`config.mk`:
```
export PLATFORM = sky130hd
export DESIGN_NAME = xw_walker
export DESIGN_NICKNAME = d
export VERILOG_FILES = /design/src/rtl/xw_pkg.sv /design/src/rtl/xw_addr_gen.sv /design/src/rtl/xw_l1_decode.sv /design/src/rtl/xw_l2_decode.sv /design/src/rtl/xw_walker.sv
export SDC_FILE = /design/constraint.sdc
export NUM_CORES = 1
export LEC_CHECK = 0
export BUFFER_PORTS_ARGS = -buffer_cell sky130_fd_sc_hd__buf_2
export CELL_PAD_IN_SITES_DETAIL_PLACEMENT = 1
export CELL_PAD_IN_SITES_GLOBAL_PLACEMENT = 1
export CORE_MARGIN = 2
export CORE_UTILIZATION = 40
export DETAILED_ROUTE_END_ITERATION = 7
export PLACE_DENSITY_LB_ADDON = 0.1
export SETUP_SLACK_MARGIN = 0.5
export SLEW_MARGIN = 20
export SYNTH_ARGS = -nofsm -noshare
export SYNTH_HDL_FRONTEND = slang
export SYNTH_HIERARCHICAL = 1
export SYNTH_SLANG_ARGS = --single-unit
```
`constraint.sdc`:
```
create_clock -name clk -period 3.95 [get_ports clk]
set_input_delay 0.79 -clock clk [delete_from_list [all_inputs] [get_ports clk]]
set_output_delay 0.79 -clock clk [all_outputs]
set_load 0.02 [all_outputs]
```
`src/rtl/xw_pkg.sv`:
```
package xw_pkg;
  localparam int ADDR_W = 32;
  localparam int DOM_W  = 4;
  localparam int AP_W   = 2;

  typedef enum logic [2:0] {
    ST_IDLE, ST_L1_REQ, ST_L1_WAIT, ST_L2_REQ, ST_L2_WAIT, ST_DONE
  } walk_st_e;

  typedef enum logic [1:0] {
    L1_FAULT = 2'b00, L1_COARSE = 2'b01, L1_SECTION = 2'b10, L1_FINE = 2'b11
  } l1_kind_e;

  typedef enum logic [1:0] {
    L2_FAULT = 2'b00, L2_LARGE = 2'b01, L2_SMALL = 2'b10, L2_TINY = 2'b11
  } l2_kind_e;

  typedef struct packed {
    logic [ADDR_W-1:0] pa;
    logic              cacheable;
    logic              bufferable;
    logic [DOM_W-1:0]  domain;
    logic [AP_W-1:0]   ap;
    logic              fault;
    logic              fault_l2;
  } xlat_res_t;
endpackage

```
`src/rtl/xw_addr_gen.sv`:
```
module xw_addr_gen
  import xw_pkg::*;
(
  input  logic [ADDR_W-1:0] tbl_base,
  input  logic [ADDR_W-1:0] va,
  input  logic [ADDR_W-1:0] l1_desc,
  output logic [ADDR_W-1:0] l1_addr,
  output logic [ADDR_W-1:0] l2_addr
);
  logic is_fine;

  always_comb begin
    is_fine = (l1_desc[1:0] == L1_FINE);
    l1_addr = {tbl_base[31:14], va[31:20], 2'b00};
    if (is_fine) l2_addr = {l1_desc[31:12], va[19:10], 2'b00};
    else         l2_addr = {l1_desc[31:10], va[19:12], 2'b00};
  end
endmodule

```
`src/rtl/xw_l1_decode.sv`:
```
module xw_l1_decode
  import xw_pkg::*;
(
  input  logic [ADDR_W-1:0] desc,
  input  logic [ADDR_W-1:0] va,
  output logic              need_l2,
  output xlat_res_t         res
);
  l1_kind_e kind;

  always_comb begin
    kind    = l1_kind_e'(desc[1:0]);
    need_l2 = (kind == L1_COARSE) || (kind == L1_FINE);
    res     = '0;
    if (kind == L1_SECTION) begin
      res.pa         = {desc[31:20], va[19:0]};
      res.bufferable = desc[2];
      res.cacheable  = desc[3];
      res.domain     = desc[8:5];
      res.ap         = desc[11:10];
    end else if (kind == L1_FAULT) begin
      res.fault = 1'b1;
    end
  end
endmodule

```
`src/rtl/xw_l2_decode.sv`:
```
module xw_l2_decode
  import xw_pkg::*;
(
  input  logic [ADDR_W-1:0] desc,
  input  logic [ADDR_W-1:0] va,
  input  logic              in_fine,
  input  logic [DOM_W-1:0]  domain,
  output xlat_res_t         res
);
  localparam int NSUB = 4;
  l2_kind_e        kind;
  logic [AP_W-1:0] sub_ap [NSUB];

  // one permission field per quarter of the page
  for (genvar g = 0; g < NSUB; g++) begin : g_sub
    assign sub_ap[g] = desc[4 + AP_W*g +: AP_W];
  end

  always_comb begin
    kind           = l2_kind_e'(desc[1:0]);
    res            = '0;
    res.domain     = domain;
    res.bufferable = desc[2];
    res.cacheable  = desc[3];
    unique case (kind)
      L2_LARGE: begin
        res.pa = {desc[31:16], va[15:0]};
        res.ap = sub_ap[va[15:14]];
      end
      L2_SMALL: begin
        res.pa = {desc[31:12], va[11:0]};
        res.ap = sub_ap[va[11:10]];
      end
      L2_TINY: begin
        if (in_fine) begin
          res.pa = {desc[31:10], va[9:0]};
          res.ap = sub_ap[0];
        end
      end
      default: ;
    endcase
    if (kind == L2_FAULT || (kind == L2_TINY && !in_fine)) begin
      res.fault      = 1'b1;
      res.fault_l2   = 1'b1;
      res.bufferable = 1'b0;
      res.cacheable  = 1'b0;
    end
  end
endmodule

```
`src/rtl/xw_walker.sv`:
```
module xw_walker
  import xw_pkg::*;
(
  input  logic        clk,
  input  logic        rst_n,
  input  logic        req_valid,
  output logic        req_ready,
  input  logic [31:0] req_va,
  input  logic [31:0] tbl_base,
  output logic        rd_valid,
  input  logic        rd_ready,
  output logic [31:0] rd_addr,
  input  logic        rsp_valid,
  output logic        rsp_ready,
  input  logic [31:0] rsp_data,
  output logic        res_done,
  output logic [31:0] res_pa,
  output logic        res_cacheable,
  output logic        res_bufferable,
  output logic [3:0]  res_domain,
  output logic [1:0]  res_ap,
  output logic        res_fault,
  output logic        res_fault_l2
);
  walk_st_e          st;
  logic [ADDR_W-1:0] va_q, base_q, l1_q;
  logic [ADDR_W-1:0] l1_addr, l2_addr;
  logic              need_l2;
  xlat_res_t         l1_res, l2_res, res_q;

  xw_addr_gen u_addr (
    .tbl_base (base_q), .va (va_q), .l1_desc (l1_q),
    .l1_addr (l1_addr), .l2_addr (l2_addr)
  );

  xw_l1_decode u_l1 (
    .desc (rsp_data), .va (va_q), .need_l2 (need_l2), .res (l1_res)
  );

  xw_l2_decode u_l2 (
    .desc (rsp_data), .va (va_q), .in_fine (l1_q[1:0] == L1_FINE),
    .domain (l1_q[8:5]), .res (l2_res)
  );

  always_ff @(posedge clk or negedge rst_n) begin
    if (!rst_n) begin
      st     <= ST_IDLE;
      va_q   <= '0;
      base_q <= '0;
      l1_q   <= '0;
      res_q  <= '0;
    end else begin
      unique case (st)
        ST_IDLE: if (req_valid) begin
          va_q   <= req_va;
          base_q <= tbl_base;
          st     <= ST_L1_REQ;
        end
        ST_L1_REQ: if (rd_ready) st <= ST_L1_WAIT;
        ST_L1_WAIT: if (rsp_valid) begin
          l1_q <= rsp_data;
          if (need_l2) st <= ST_L2_REQ;
          else begin
            res_q <= l1_res;
            st    <= ST_DONE;
          end
        end
        ST_L2_REQ: if (rd_ready) st <= ST_L2_WAIT;
        ST_L2_WAIT: if (rsp_valid) begin
          res_q <= l2_res;
          st    <= ST_DONE;
        end
        ST_DONE: st <= ST_IDLE;
        default: st <= ST_IDLE;
      endcase
    end
  end

  assign req_ready      = (st == ST_IDLE);
  assign rd_valid       = (st == ST_L1_REQ) || (st == ST_L2_REQ);
  assign rd_addr        = (st == ST_L2_REQ) ? l2_addr : l1_addr;
  assign rsp_ready      = (st == ST_L1_WAIT) || (st == ST_L2_WAIT);
  assign res_done       = (st == ST_DONE);
  assign res_pa         = res_q.pa;
  assign res_cacheable  = res_q.cacheable;
  assign res_bufferable = res_q.bufferable;
  assign res_domain     = res_q.domain;
  assign res_ap         = res_q.ap;
  assign res_fault      = res_q.fault;
  assign res_fault_l2   = res_q.fault_l2;

  p_rd_hold_r10: assert property (@(posedge clk) disable iff (!rst_n)
    rd_valid && !rd_ready |=> rd_valid && $stable(rd_addr));
  p_rsp_excl_r10: assert property (@(posedge clk) disable iff (!rst_n)
    rsp_ready |-> !rd_valid);
  p_busy_block_r11: assert property (@(posedge clk) disable iff (!rst_n)
    (rd_valid || rsp_ready || res_done) |-> !req_ready);
  p_done_pulse_r11: assert property (@(posedge clk) disable iff (!rst_n)
    res_done |=> !res_done && req_ready);
  p_l1_fault_r3: assert property (@(posedge clk) disable iff (!rst_n)
    (st == ST_L1_WAIT && rsp_valid && rsp_data[1:0] == 2'b00)
      |=> res_done && res_fault && !res_fault_l2);
  p_section_once_r2: assert property (@(posedge clk) disable iff (!rst_n)
    (st == ST_L1_WAIT && rsp_valid && rsp_data[1:0] == 2'b10)
      |=> res_done && !rd_valid && !res_fault);
  p_fault_level_r9: assert property (@(posedge clk) disable iff (!rst_n)
    res_fault_l2 |-> res_fault);
endmodule

```
==> metrics.cfg <==
[placement]
placed_area_um2=7860
gp_congestion=0.753
placedCellCount=863
io_buffers=162
detailedPlacementHpwl_um=12200
worst_setup_slack_post_dpl_ns=0.998

[layout]
most_frequent_standard_cell_in_the_layout_excluding_fill_and_tap_cells=sky130_fd_sc_hd__mux2_2
instances_no_fill=896
finish.utilization_pct=47.1
post_route_cells_drive_above_1_share_pct=64.7
stdcell_area_um2=8470
syn2layout_area_growth_pct=15.3
fin_nets=755
fill_cells=1873
final_cell_mix=sky130_fd_sc_hd__mux2_2 (167), sky130_fd_sc_hd__buf_2 (161), sky130_fd_sc_hd__dfrtp_1 (123)

[timing]
finalSetupViolCount=0
worstMarginPinSlew_ns=1.04
final-max-slew-violation-count=0
worst_clock_skew_ns=0.00677
setup_ws_ns=0.910
achievable-frequency_mhz=329
timing.final.crit_period_ns=3.04
fin_crit_sh_pct=77.0
report.final.hold_viol_count=0
max-slew-margin-rel_pct=30.6
setup_repair_after_global_routing_missed_its_margin=false
fin_tns_setup_ns=0

[routing]
routed_wl_um=18100
drc=0
routed_wire_length_per_instance_um=20.2
routed-via-count=4541
drt_pre_antenna_iters=4
dr.first_iter.drc_count=90
vias_per_cell=5.07
detail-route-antenna-nets=0

[synthesis]
synth-warning-count=6
syn_avg_cell_area_um2=13.2
post_synth_inst_count=557
post_synth_instance_area_um2=7350

[worst_setup_path]
regToRegSetupSlack_ns=1.56
startpoint=st[2]$_DFFE_PN0P_
worstSetupEndpoint=rd_addr[11]
crit_path_top_delay_cell=sky130_fd_sc_hd__dfrtp_1
r2r_cells=4
rr_endpoint=res_pa[12]$_DFFE_PN0P_
r2r_start=st[2]$_DFFE_PN0P_
crit_required_ns=3.16
slowest_delay_ns=0.54
critPathCaptureType=output port
arr_time_crit_path_ns=2.25
timing_worst_setup_path_type=flip-flop to output port
timing.critical_path.cells=and2b_2 -> nand2_4 -> mux2_2 -> buf_2
crit_path_start_kind=flip-flop
timing.critical_path.fanout_max=32

[global_routing]
total_congestion_overflow=0
antenna_found_initial=0
grt_pass1_wl_um=29400
grt_start_max_net_pins=106
number_of_global_route_vias_before_repair=5168
grt.total_usage_pct=19.3

[hold_path]
worst_hold_path_type=input pin to async pin

[status]
status=completed

[pwr]
leakage_nw=4.12
vdd_ir_drop_max_mv=0.451
ratio_of_total_power_to_cell_area_nw_per_um2=790

[clock_network]
number_of_h_tree_branching_levels=4
postCtsResizedCells=0
clkSlewWorstSetupHoldPaths_ns=0.06
cts_buffer_depth=2
clk-insertion-delay-late_ns=0.41
tritoncts_clock_tree=yes
cts_num_sinks=123
ctsRootBufferMaster=sky130_fd_sc_hd__clkbuf_16
cts.hold.buffers_added=0
cts_made_buffers=17
post_cts.repair.setup_buffers=0

[floorplanning]
coreArea_um2=18000
fp.dieH_um=140
die_area_um2=19500
floorplan.rows=49
effective_utilization_at_floorplan_pct=40.9
floorplan.die.width_um=140
ios=179

[flow_run]
drv_cap=0

## worst min path at each step
stage / start / endpoint / cells after the start / slack, ns
CTS: l1_q[7]$_DFFE_PN0P_ / l1_q[7]$_DFFE_PN0P_ / 1 / 0.48
finish: rst_n / st[2]$_DFFE_PN0P_ / 1 / 0.26
global placement: l1_q[7]$_DFFE_PN0P_ / l1_q[7]$_DFFE_PN0P_ / 1 / 0.46
detailed placement: l1_q[7]$_DFFE_PN0P_ / l1_q[7]$_DFFE_PN0P_ / 1 / 0.47
global route: rst_n / st[0]$_DFFE_PN0P_ / 1 / 0.25
floorplan: l1_q[28]$_DFFE_PN0P_ / l1_q[28]$_DFFE_PN0P_ / 1 / 0.46
## through the flow
step | total power (W) | hold WS (ns)
CTS | 0.00680 | 0.485
global route | 0.00713 | 0.253
floorplan | 0.00476 | 0.459
finish | 0.00669 | 0.259
global placement | 0.00511 | 0.463
detailed placement | 0.00523 | 0.473
## worst max-delay path, delay by kind of cell (launching register included)
kind	cells	cell delay, ns
buffers and inverters	1	0.16
DFF	1	0.54
muxes	1	0.41
and+or+nand+nor	2	0.71
## area by class of cell
cell class | instances | area, um2 | area share, %
Antenna cell | 1 | 2.50 | 0.0296
Clock buffer | 24 | 482 | 5.69
Clock inverter | 7 | 90.1 | 1.06
Inverter | 3 | 11.3 | 0.133
Multi-Input combinational cell | 336 | 3570 | 42.2
Sequential cell | 123 | 3080 | 36.3
Tap cell | 229 | 287 | 3.38
Timing Repair Buffer | 173 | 945 | 11.2
## per-layer routing
metal	global-route usage [%]	vias up	wire [um]	share of wire, %
li1	-	2093	-	-
met2	32.0	108	8860	49
met4	4.41	0	129	0.71
met1	25.1	2331	8130	45
met3	5.44	9	949	5.3
met5	0	-	0	0
## sequential cells by signal (all words and copies together) (netlist names)
name / count
va_q: 32
res_domain: 4
res_cacheable: 1
st: 3
res_fault: 1
l1_q: 28
res_fault_l2: 1
res_ap: 2
res_bufferable: 1
res_pa: 32
base_q: 18
## power breakdown
| part | internal [W] | switching (W) | total (W) |
|---|---|---|---|
| registers | 0.00184 | 0.000412 | 0.00225 |
| clock network | 0.000973 | 0.000551 | 0.00152 |
| logic | 0.00151 | 0.00140 | 0.00292 |
Note: power is estimated with default switching activity, not from simulation.
